===== src/rtl/lxe_pkg.sv =====
package lxe_pkg;

   typedef enum logic [1:0] {
      FMT_NRZ   = 2'b00,
      FMT_NRZI  = 2'b01,
      FMT_MANCH = 2'b10,
      FMT_RSVD  = 2'b11
   } lxe_fmt_e;

   typedef enum logic [1:0] {
      SQ_IDLE = 2'b00,
      SQ_PRE  = 2'b01,
      SQ_DATA = 2'b10
   } lxe_sq_e;

   // reserved code falls back to level coding
   function automatic lxe_fmt_e lxe_norm(input logic [1:0] code);
      lxe_fmt_e f;
      if (code == 2'b11) f = FMT_NRZ;
      else               f = lxe_fmt_e'(code);
      return f;
   endfunction

   // preamble bit for a given cell parity: zeros, or 1/0 alternation for bi-phase
   function automatic logic lxe_pre_bit(input lxe_fmt_e f, input logic odd_cell);
      logic b;
      if (f == FMT_MANCH) b = ~odd_cell;
      else                b = 1'b0;
      return b;
   endfunction

endpackage


===== src/rtl/lxe_hold.sv =====
module lxe_hold #(
   parameter int DATA_W = 8
) (
   input  logic              clk,
   input  logic              rst_n,
   input  logic              in_valid,
   output logic              in_ready,
   input  logic [DATA_W-1:0] in_data,
   input  logic              take,
   output logic              full,
   output logic [DATA_W-1:0] data
);

   always_ff @(posedge clk or negedge rst_n) begin
      if (!rst_n) begin
         full <= 1'b0;
         data <= '0;
      end else if (in_valid && !full) begin
         full <= 1'b1;
         data <= in_data;
      end else if (take) begin
         full <= 1'b0;
      end
   end

   assign in_ready = !full;

endmodule


===== src/rtl/lxe_seq.sv =====
module lxe_seq
   import lxe_pkg::*;
#(
   parameter int DATA_W    = 8,
   parameter int PRE_W     = 4,
   parameter bit LSB_FIRST = 1'b1
) (
   input  logic              clk,
   input  logic              rst_n,
   input  logic              cell_stb,
   input  logic [1:0]        fmt_in,
   input  logic [PRE_W-1:0]  pre_len_in,
   input  logic              hold_full,
   input  logic [DATA_W-1:0] hold_data,
   output logic              take,
   output logic              emit,
   output logic              emit_bit,
   output logic              start,
   output logic              to_idle,
   output lxe_fmt_e          fmt_cur,
   output logic              active
);

   localparam int CNT_W = $clog2(DATA_W);
   localparam int PCW   = PRE_W + 1;
   localparam logic [CNT_W-1:0] LAST = CNT_W'(DATA_W - 1);

   lxe_sq_e            st_q, st_d;
   logic [PRE_W-1:0]   pidx_q, pidx_d;
   logic [PRE_W-1:0]   plen_q, plen_d;
   lxe_fmt_e           fmt_q, fmt_d, fmt_new;
   logic [DATA_W-1:0]  sh_q, sh_d;
   logic [CNT_W-1:0]   left_q, left_d;

   logic               hold_head, sh_head;
   logic [DATA_W-1:0]  hold_rest, sh_rest;
   logic               pre_more;

   generate
      if (LSB_FIRST) begin : g_lsb
         assign hold_head = hold_data[0];
         assign hold_rest = {1'b0, hold_data[DATA_W-1:1]};
         assign sh_head   = sh_q[0];
         assign sh_rest   = {1'b0, sh_q[DATA_W-1:1]};
      end else begin : g_msb
         assign hold_head = hold_data[DATA_W-1];
         assign hold_rest = {hold_data[DATA_W-2:0], 1'b0};
         assign sh_head   = sh_q[DATA_W-1];
         assign sh_rest   = {sh_q[DATA_W-2:0], 1'b0};
      end
   endgenerate

   assign fmt_new  = lxe_norm(fmt_in);
   assign pre_more = ({1'b0, pidx_q} + PCW'(1)) < {1'b0, plen_q};

   always_comb begin
      take     = 1'b0;
      emit     = 1'b0;
      emit_bit = 1'b0;
      start    = 1'b0;
      to_idle  = 1'b0;
      st_d     = st_q;
      pidx_d   = pidx_q;
      plen_d   = plen_q;
      fmt_d    = fmt_q;
      sh_d     = sh_q;
      left_d   = left_q;
      if (cell_stb) begin
         unique case (st_q)
            SQ_IDLE: begin
               if (hold_full) begin
                  start  = 1'b1;
                  emit   = 1'b1;
                  fmt_d  = fmt_new;
                  plen_d = pre_len_in;
                  if (pre_len_in != '0) begin
                     st_d     = SQ_PRE;
                     pidx_d   = '0;
                     emit_bit = lxe_pre_bit(fmt_new, 1'b0);
                  end else begin
                     take     = 1'b1;
                     st_d     = SQ_DATA;
                     emit_bit = hold_head;
                     sh_d     = hold_rest;
                     left_d   = LAST;
                  end
               end
            end
            SQ_PRE: begin
               emit = 1'b1;
               if (pre_more) begin
                  pidx_d   = pidx_q + PRE_W'(1);
                  emit_bit = lxe_pre_bit(fmt_q, ~pidx_q[0]);
               end else begin
                  take     = 1'b1;
                  st_d     = SQ_DATA;
                  emit_bit = hold_head;
                  sh_d     = hold_rest;
                  left_d   = LAST;
               end
            end
            SQ_DATA: begin
               if (left_q != '0) begin
                  emit     = 1'b1;
                  emit_bit = sh_head;
                  sh_d     = sh_rest;
                  left_d   = left_q - CNT_W'(1);
               end else if (hold_full) begin
                  emit     = 1'b1;
                  take     = 1'b1;
                  emit_bit = hold_head;
                  sh_d     = hold_rest;
                  left_d   = LAST;
               end else begin
                  to_idle = 1'b1;
                  st_d    = SQ_IDLE;
               end
            end
            default: st_d = SQ_IDLE;
         endcase
      end
   end

   always_ff @(posedge clk or negedge rst_n) begin
      if (!rst_n) begin
         st_q   <= SQ_IDLE;
         pidx_q <= '0;
         plen_q <= '0;
         fmt_q  <= FMT_NRZ;
         sh_q   <= '0;
         left_q <= '0;
      end else begin
         st_q   <= st_d;
         pidx_q <= pidx_d;
         plen_q <= plen_d;
         fmt_q  <= fmt_d;
         sh_q   <= sh_d;
         left_q <= left_d;
      end
   end

   assign fmt_cur = start ? fmt_new : fmt_q;
   assign active  = (st_q != SQ_IDLE);

endmodule


===== src/rtl/lxe_line.sv =====
module lxe_line
   import lxe_pkg::*;
#(
   parameter bit IDLE_LVL  = 1'b1,
   parameter bit NRZI_INIT = 1'b1
) (
   input  logic     clk,
   input  logic     rst_n,
   input  logic     mid_stb,
   input  logic     emit,
   input  logic     emit_bit,
   input  logic     start,
   input  logic     to_idle,
   input  lxe_fmt_e fmt,
   output logic     line,
   output logic     armed
);

   logic nrzi_q, half2_q;
   logic nrzi_base, nrzi_next;

   assign nrzi_base = start ? NRZI_INIT : nrzi_q;
   assign nrzi_next = emit_bit ? nrzi_base : ~nrzi_base;

   always_ff @(posedge clk or negedge rst_n) begin
      if (!rst_n) begin
         line    <= IDLE_LVL;
         nrzi_q  <= NRZI_INIT;
         half2_q <= IDLE_LVL;
         armed   <= 1'b0;
      end else if (emit) begin
         unique case (fmt)
            FMT_NRZI: begin
               line   <= nrzi_next;
               nrzi_q <= nrzi_next;
               armed  <= 1'b0;
            end
            FMT_MANCH: begin
               line    <= emit_bit;
               half2_q <= ~emit_bit;
               armed   <= 1'b1;
            end
            default: begin
               line  <= emit_bit;
               armed <= 1'b0;
            end
         endcase
      end else if (to_idle) begin
         line  <= IDLE_LVL;
         armed <= 1'b0;
      end else if (mid_stb && armed) begin
         line  <= half2_q;
         armed <= 1'b0;
      end
   end

endmodule


===== src/rtl/mfmt_line_enc.sv =====
module mfmt_line_enc
   import lxe_pkg::*;
#(
   parameter int DATA_W    = 8,
   parameter int PRE_W     = 4,
   parameter bit LSB_FIRST = 1'b1,
   parameter bit IDLE_LVL  = 1'b1,
   parameter bit NRZI_INIT = 1'b1
) (
   input  logic              clk,
   input  logic              rst_n,
   input  logic              cell_stb,
   input  logic              mid_stb,
   input  logic [1:0]        fmt_sel,
   input  logic [PRE_W-1:0]  pre_len,
   input  logic [DATA_W-1:0] tx_data,
   input  logic              tx_valid,
   output logic              tx_ready,
   output logic              line_out
);

   generate
      if (DATA_W < 2) begin : g_bad_data_w
         $error("mfmt_line_enc: DATA_W must be at least 2");
      end
      if (PRE_W < 1 || PRE_W > 8) begin : g_bad_pre_w
         $error("mfmt_line_enc: PRE_W must be within 1..8");
      end
   endgenerate

   logic              hold_full, take;
   logic [DATA_W-1:0] hold_data;
   logic              emit, emit_bit, start, to_idle;
   lxe_fmt_e          fmt_cur;
   logic              frm_active;
   logic              man_armed;

   lxe_hold #(.DATA_W(DATA_W)) u_hold (
      .clk      (clk),
      .rst_n    (rst_n),
      .in_valid (tx_valid),
      .in_ready (tx_ready),
      .in_data  (tx_data),
      .take     (take),
      .full     (hold_full),
      .data     (hold_data)
   );

   lxe_seq #(
      .DATA_W    (DATA_W),
      .PRE_W     (PRE_W),
      .LSB_FIRST (LSB_FIRST)
   ) u_seq (
      .clk        (clk),
      .rst_n      (rst_n),
      .cell_stb   (cell_stb),
      .fmt_in     (fmt_sel),
      .pre_len_in (pre_len),
      .hold_full  (hold_full),
      .hold_data  (hold_data),
      .take       (take),
      .emit       (emit),
      .emit_bit   (emit_bit),
      .start      (start),
      .to_idle    (to_idle),
      .fmt_cur    (fmt_cur),
      .active     (frm_active)
   );

   lxe_line #(
      .IDLE_LVL  (IDLE_LVL),
      .NRZI_INIT (NRZI_INIT)
   ) u_line (
      .clk      (clk),
      .rst_n    (rst_n),
      .mid_stb  (mid_stb),
      .emit     (emit),
      .emit_bit (emit_bit),
      .start    (start),
      .to_idle  (to_idle),
      .fmt      (fmt_cur),
      .line     (line_out),
      .armed    (man_armed)
   );

endmodule


===== config.mk =====
export PLATFORM = sky130hd
export DESIGN_NAME = mfmt_line_enc
export DESIGN_NICKNAME = d
export VERILOG_FILES = /design/src/rtl/lxe_pkg.sv /design/src/rtl/lxe_hold.sv /design/src/rtl/lxe_seq.sv /design/src/rtl/lxe_line.sv /design/src/rtl/mfmt_line_enc.sv
export SDC_FILE = /design/constraint.sdc
export NUM_CORES = 1
export LEC_CHECK = 0
export CAP_MARGIN = 20
export CORE_ASPECT_RATIO = 1.4
export CORE_MARGIN = 3
export CORE_UTILIZATION = 30
export DETAILED_ROUTE_END_ITERATION = 8
export GPL_ROUTABILITY_DRIVEN = 0
export PLACE_DENSITY = 0.54
export SYNTH_ARGS = -nofsm -noshare
export SYNTH_HDL_FRONTEND = slang
export SYNTH_SLANG_ARGS = --single-unit

===== constraint.sdc =====
create_clock -name clk -period 5.8 [get_ports clk]
set_clock_uncertainty 0.1 [all_clocks]
set_input_delay 1.45 -clock clk [delete_from_list [all_inputs] [get_ports clk]]
set_output_delay 1.45 -clock clk [all_outputs]
set_load 0.01 [all_outputs]

After elaboration in Yosys (flattened, before gate mapping)
Index checks and enable logic that the tools add are counted.
Storage, ports and cells
  bits in registers: 36
  logic and storage cells: 110
  input bits: 19
Cells by class
  reductions and logical operators: 16
  order comparisons: 1
  equal/unequal tests: 15
  bitwise gates (word level): 2
  muxes and demuxes: 61
  add/sub/neg operators: 3
Operator list (count)
  $mux W8: 5
  $mux W1: 34
  $pmux W8 S3: 1
  $mux W3: 5
  $mux W2: 7
  $mux W4: 3
  $eq A2 B2 Y1 const B: 5
  $ne A2 B2 Y1 const B: 5
  $reduce_and A5 Y1: 2
  $pmux W1 S3: 3
  $pmux W3 S3: 1
  $reduce_bool A3 Y1: 3
  $pmux W4 S2: 1
  $pmux W2 S3: 1
  $reduce_and A6 Y1: 1
  $add A4 B1 Y5 const B: 1
  $lt A5 B4 Y1: 1
  $add A4 B1 Y4 const B: 1
  $eq A2 B1 Y1 const B: 2
  $ne A2 B1 Y1 const B: 2
  $reduce_and A2 Y1: 2
  $reduce_bool A2 Y1: 2
  $reduce_bool A4 Y1: 1
  $ne A3 B2 Y1 const B: 1
  other kinds (6): 8

Depth between registers and ports, before layout
  depth after elaboration: 11
  gate-level depth with buffers: 10
  gate-level depth less buffers: 9

Cells and area by module
From an unflattened synthesis, not the netlist that was laid out.
Second synthesis, totals
  cells, all modules: 181
  area total of the unflattened synthesis: 1981.9 µm²
Modules (own cells, without submodules)
  lxe_seq: sequential area each 550.5 µm², area an instance 1378.8 µm², cells an instance 140, times used 1
  lxe_hold: sequential area each 225.2 µm², area an instance 374.1 µm², cells an instance 21, times used 1
  lxe_line: sequential area each 103.8 µm², area an instance 229.0 µm², cells an instance 20, times used 1

Worst setup path before layout
No wires, ideal clock.
  kind: input to register
  start point: in pre_len[2]
  end point: reg u_seq.left_q[2]
  setup slack: 2.973 ns
  path buffers: 0
  data required time: 5.565 ns
  arrival time: 2.592 ns
  stages: 5
  cell sequence: nor4_4 > nor3_2 > a311oi_4 > and3_1 > o21ai_1
On the way
  cells in the longest elaborated chain, start to end: 3
Ends and longest elaborated chain
  start, declared: line mfmt_line_enc.sv:15  | input logic [PRE_W-1:0] pre_len,
  $reduce_bool A4 Y1: line lxe_seq.sv:76  | if (pre_len_in != '0) begin
  $ne A2 B2 Y1 (no line)
  $reduce_and A6 Y1 (no line)
  end signal, assigned: line lxe_seq.sv:138  | left_q <= left_d;
  end, declared: line lxe_seq.sv:33  | logic [CNT_W-1:0] left_q, left_d;
No other way between the ends.
A chain may end at the register's enable or synchronous reset.

Worst setup path in the final report
Same ends and word-level chain as after synthesis.

==> flow_summary.toml <==
[synth]
synth_edf_count = 0
ys_seq_area_share_pct = 46.5
syn_area_per_cell_um2 = 9.91
synth_most_common_cell = "dfrtp_1"
synthTopCellsByCount = "32 x dfrtp_1, 21 x nand2_1, 18 x nor2_1"
synth_seq_cells = 35
syn_area_um2 = 1890
synth_top_area_share_pct = 42.3
syn-num-nets = 216
yosys-top-cells-area = "dfrtp_1 42%, mux2_2 5.9%, dfstp_2 4.2%"
synthFlopType = "dfrtp_1"
async_flop_share_pct = 100
synthCells = 191
synth_warnings = 0
synth.distinct_cells = 46
yosys.area.top_type = "dfrtp_1"

[cts]
ctsHoldBuffers = 0
clk_latency_ns = 0.28
clkTransAtPathRegs_ns = 0.07
post_cts_buffers = 0
clk_path_buf_depth = 2
cts.sinks = 35
cts_resized = 0
numCtsBuffers = 5
htreeDepth = 2
cts_tree = "yes"
clockRootBuffer = "clkbuf_8"

[placed_design]
port_buffers = 20
hpwl_um = 2740
post-place-ws_ns = 1.99

[sta]
slew_headroom_pct = 41.3
tns_ns = 0
timing.final.crit_share_pct = 59.9
finalHoldViolCount = 0
postLayoutSetupSlackWorst_ns = 2.32
hold_ws_ns = 0.409
slew_viol_final = 0
rsz0062_at_grt = "no"
worstMarginPinSlew_ns = 0.878
max_freq_mhz = 288
final.min_clock_period_ns = 3.48
setup_viol = 0

[drt]
via_per_inst = 5.05
ant_nets = 0
vias = 1444
wl_per_cell_um = 12.9
drc = 0
drt_iter0_markers = 44
drt_wl_total_um = 3700
dr.pass1.iters = 4

[setup_path]
worstPathRequired_ns = 5.86
startpoint_type = "input pin"
cp.arrival_ns = 3.53
path_class = "input pin to flip-flop"
path_max_fanout = 19
end_kind = "flip-flop"
r2r_start = "u_seq.pidx_q[0]"
cp-startpoint = "pre_len[2]"

[worst_hold_path]
hold_start = "u_seq.sh_q[6]"
min_path_type = "flip-flop to flip-flop"

[global_route]
grt_pass1_wl_um = 6580
grt_pass1_vias = 1417
grt_remaining_overflow = 0
antenna_found_initial = 0
grt_max_degree = 36
grt_util_all_layers_pct = 11.5

[power]
peakVddDrop_mv = 0.183
p_leak_nw = 0.988
powerDensity_nw_per_um2 = 475

[layout]
final.fill_count = 619
nNetsFinal = 240
syn2layout_area_growth_pct = 18.7
drive_above_1_share_pct = 14.8
num_antenna_cells = 0
fin_util_pct = 37.5

[die]
start_util_pct = 31.6
core_region_area_um2 = 5990
fp.dieW_um = 73.1
die_h_um = 100
io_pins = 21
rows = 33
dieArea_um2 = 7310

[run_status]
status = "complete, no violations"

[flow_run]
maxCapViolCount = 0
==> sequential cells by signal, summed over array words and instances (netlist names) <==
| signal | flops |
|---|---|
| u_hold.data | 8 |
| u_hold.full | 1 |
| u_line.armed | 1 |
| u_line.half2_q | 1 |
| u_line.line | 1 |
| u_line.nrzi_q | 1 |
| u_seq.fmt_q | 2 |
| u_seq.left_q | 3 |
| u_seq.pidx_q | 4 |
| u_seq.plen_q | 4 |
| u_seq.sh_q | 7 |
| u_seq.st_q | 2 |
==> where the power goes <==
| group | internal (mW) | switching (mW) | leakage, nW |
|---|---|---|---|
| Combinational | 0.204 | 0.245 | 0.528 |
| Clock | 0.0821 | 0.0865 | 0.0477 |
| Sequential | 0.361 | 0.0882 | 0.412 |
| Total | 0.647 | 0.419 | 0.988 |
==> layout by cell type (no fill, tap or decap), types with 2 or more instances in the layout <==
cell type	instances
o21ai_2	2
nand2b_1	4
clkinv_2	3
mux2i_1	6
o31ai_1	2
a31oi_1	4
clkbuf_8	5
o21ai_0	10
and2_1	3
nand3b_1	2
dfrtp_1	32
inv_2	2
nor2b_1	3
mux2_2	10
nor2_1	18
a21oi_1	14
inv_1	9
nand3_1	4
nor3b_1	2
clkdlybuf4s50_1	20
ha_1	6
dfstp_2	3
nand2_1	21
nor3_1	2
o21ai_1	4
a21o_1	4
==> layer usage <==
metal	track usage [%]	part of all wire (%)	up-vias
met5	0	0	-
met1	14.2	43	687
met4	5.11	1.7	0
met2	18.5	50	29
met3	3.11	5.1	5
li1	-	-	723
==> stage by stage <==
step	area, um2	std cells	total power, mW
after detailed placement	2160	278	0.912
final	2250	286	1.07
after CTS	2250	286	1.09
after global routing	2250	286	1.18
after global placement	2160	278	0.906
after floorplan	1890	191	0.795
==> cells by family after synthesis <==
group                    after synthesis  share of synthesized area (%)
AO/OA/AOI/OAI                         50                           17.6
adder cells (fa/ha/maj)                6                           3.97
multiplexers                          16                           9.12
flip-flops                            35                           46.5
XOR/XNOR                               2                          0.925
buffers and inverters                 15                           3.50
AND/OR/NAND/NOR                       67                           18.4
==> final timing paths <==
kind | to | slack [ns] | cells past startpoint
max in group asynchronous | u_line.nrzi_q | 3.78 | 2
worst max-delay path | u_seq.left_q[2] | 2.32 | 6
min in group asynchronous | u_hold.data[2] | 1.47 | 2
worst min-delay path | u_seq.sh_q[6] | 0.41 | 2
worst max register to register | u_seq.left_q[2] | 2.94 | 9
worst min register to register | u_seq.sh_q[6] | 0.41 | 2
==> cell type report <==
cell class | instances | area, um2 | area share, %
timing repair buffer | 21 | 208 | 9.24
sequential | 35 | 880 | 39.1
clock buffer | 5 | 68.8 | 3.06
multi-input combinational | 141 | 947 | 42.1
tap | 70 | 87.6 | 3.90
clock inverter | 3 | 15.0 | 0.668
inverter | 11 | 41.3 | 1.84
==> worst max-delay path, stage by stage <==
cell             delay [ns]
clkdlybuf4s50_1        0.46
nor4_4                 0.48
nor3_2                 0.11
a311oi_4               0.72
and3_1                 0.25
o21ai_1                0.06
Power figures use the tool's default switching activity.
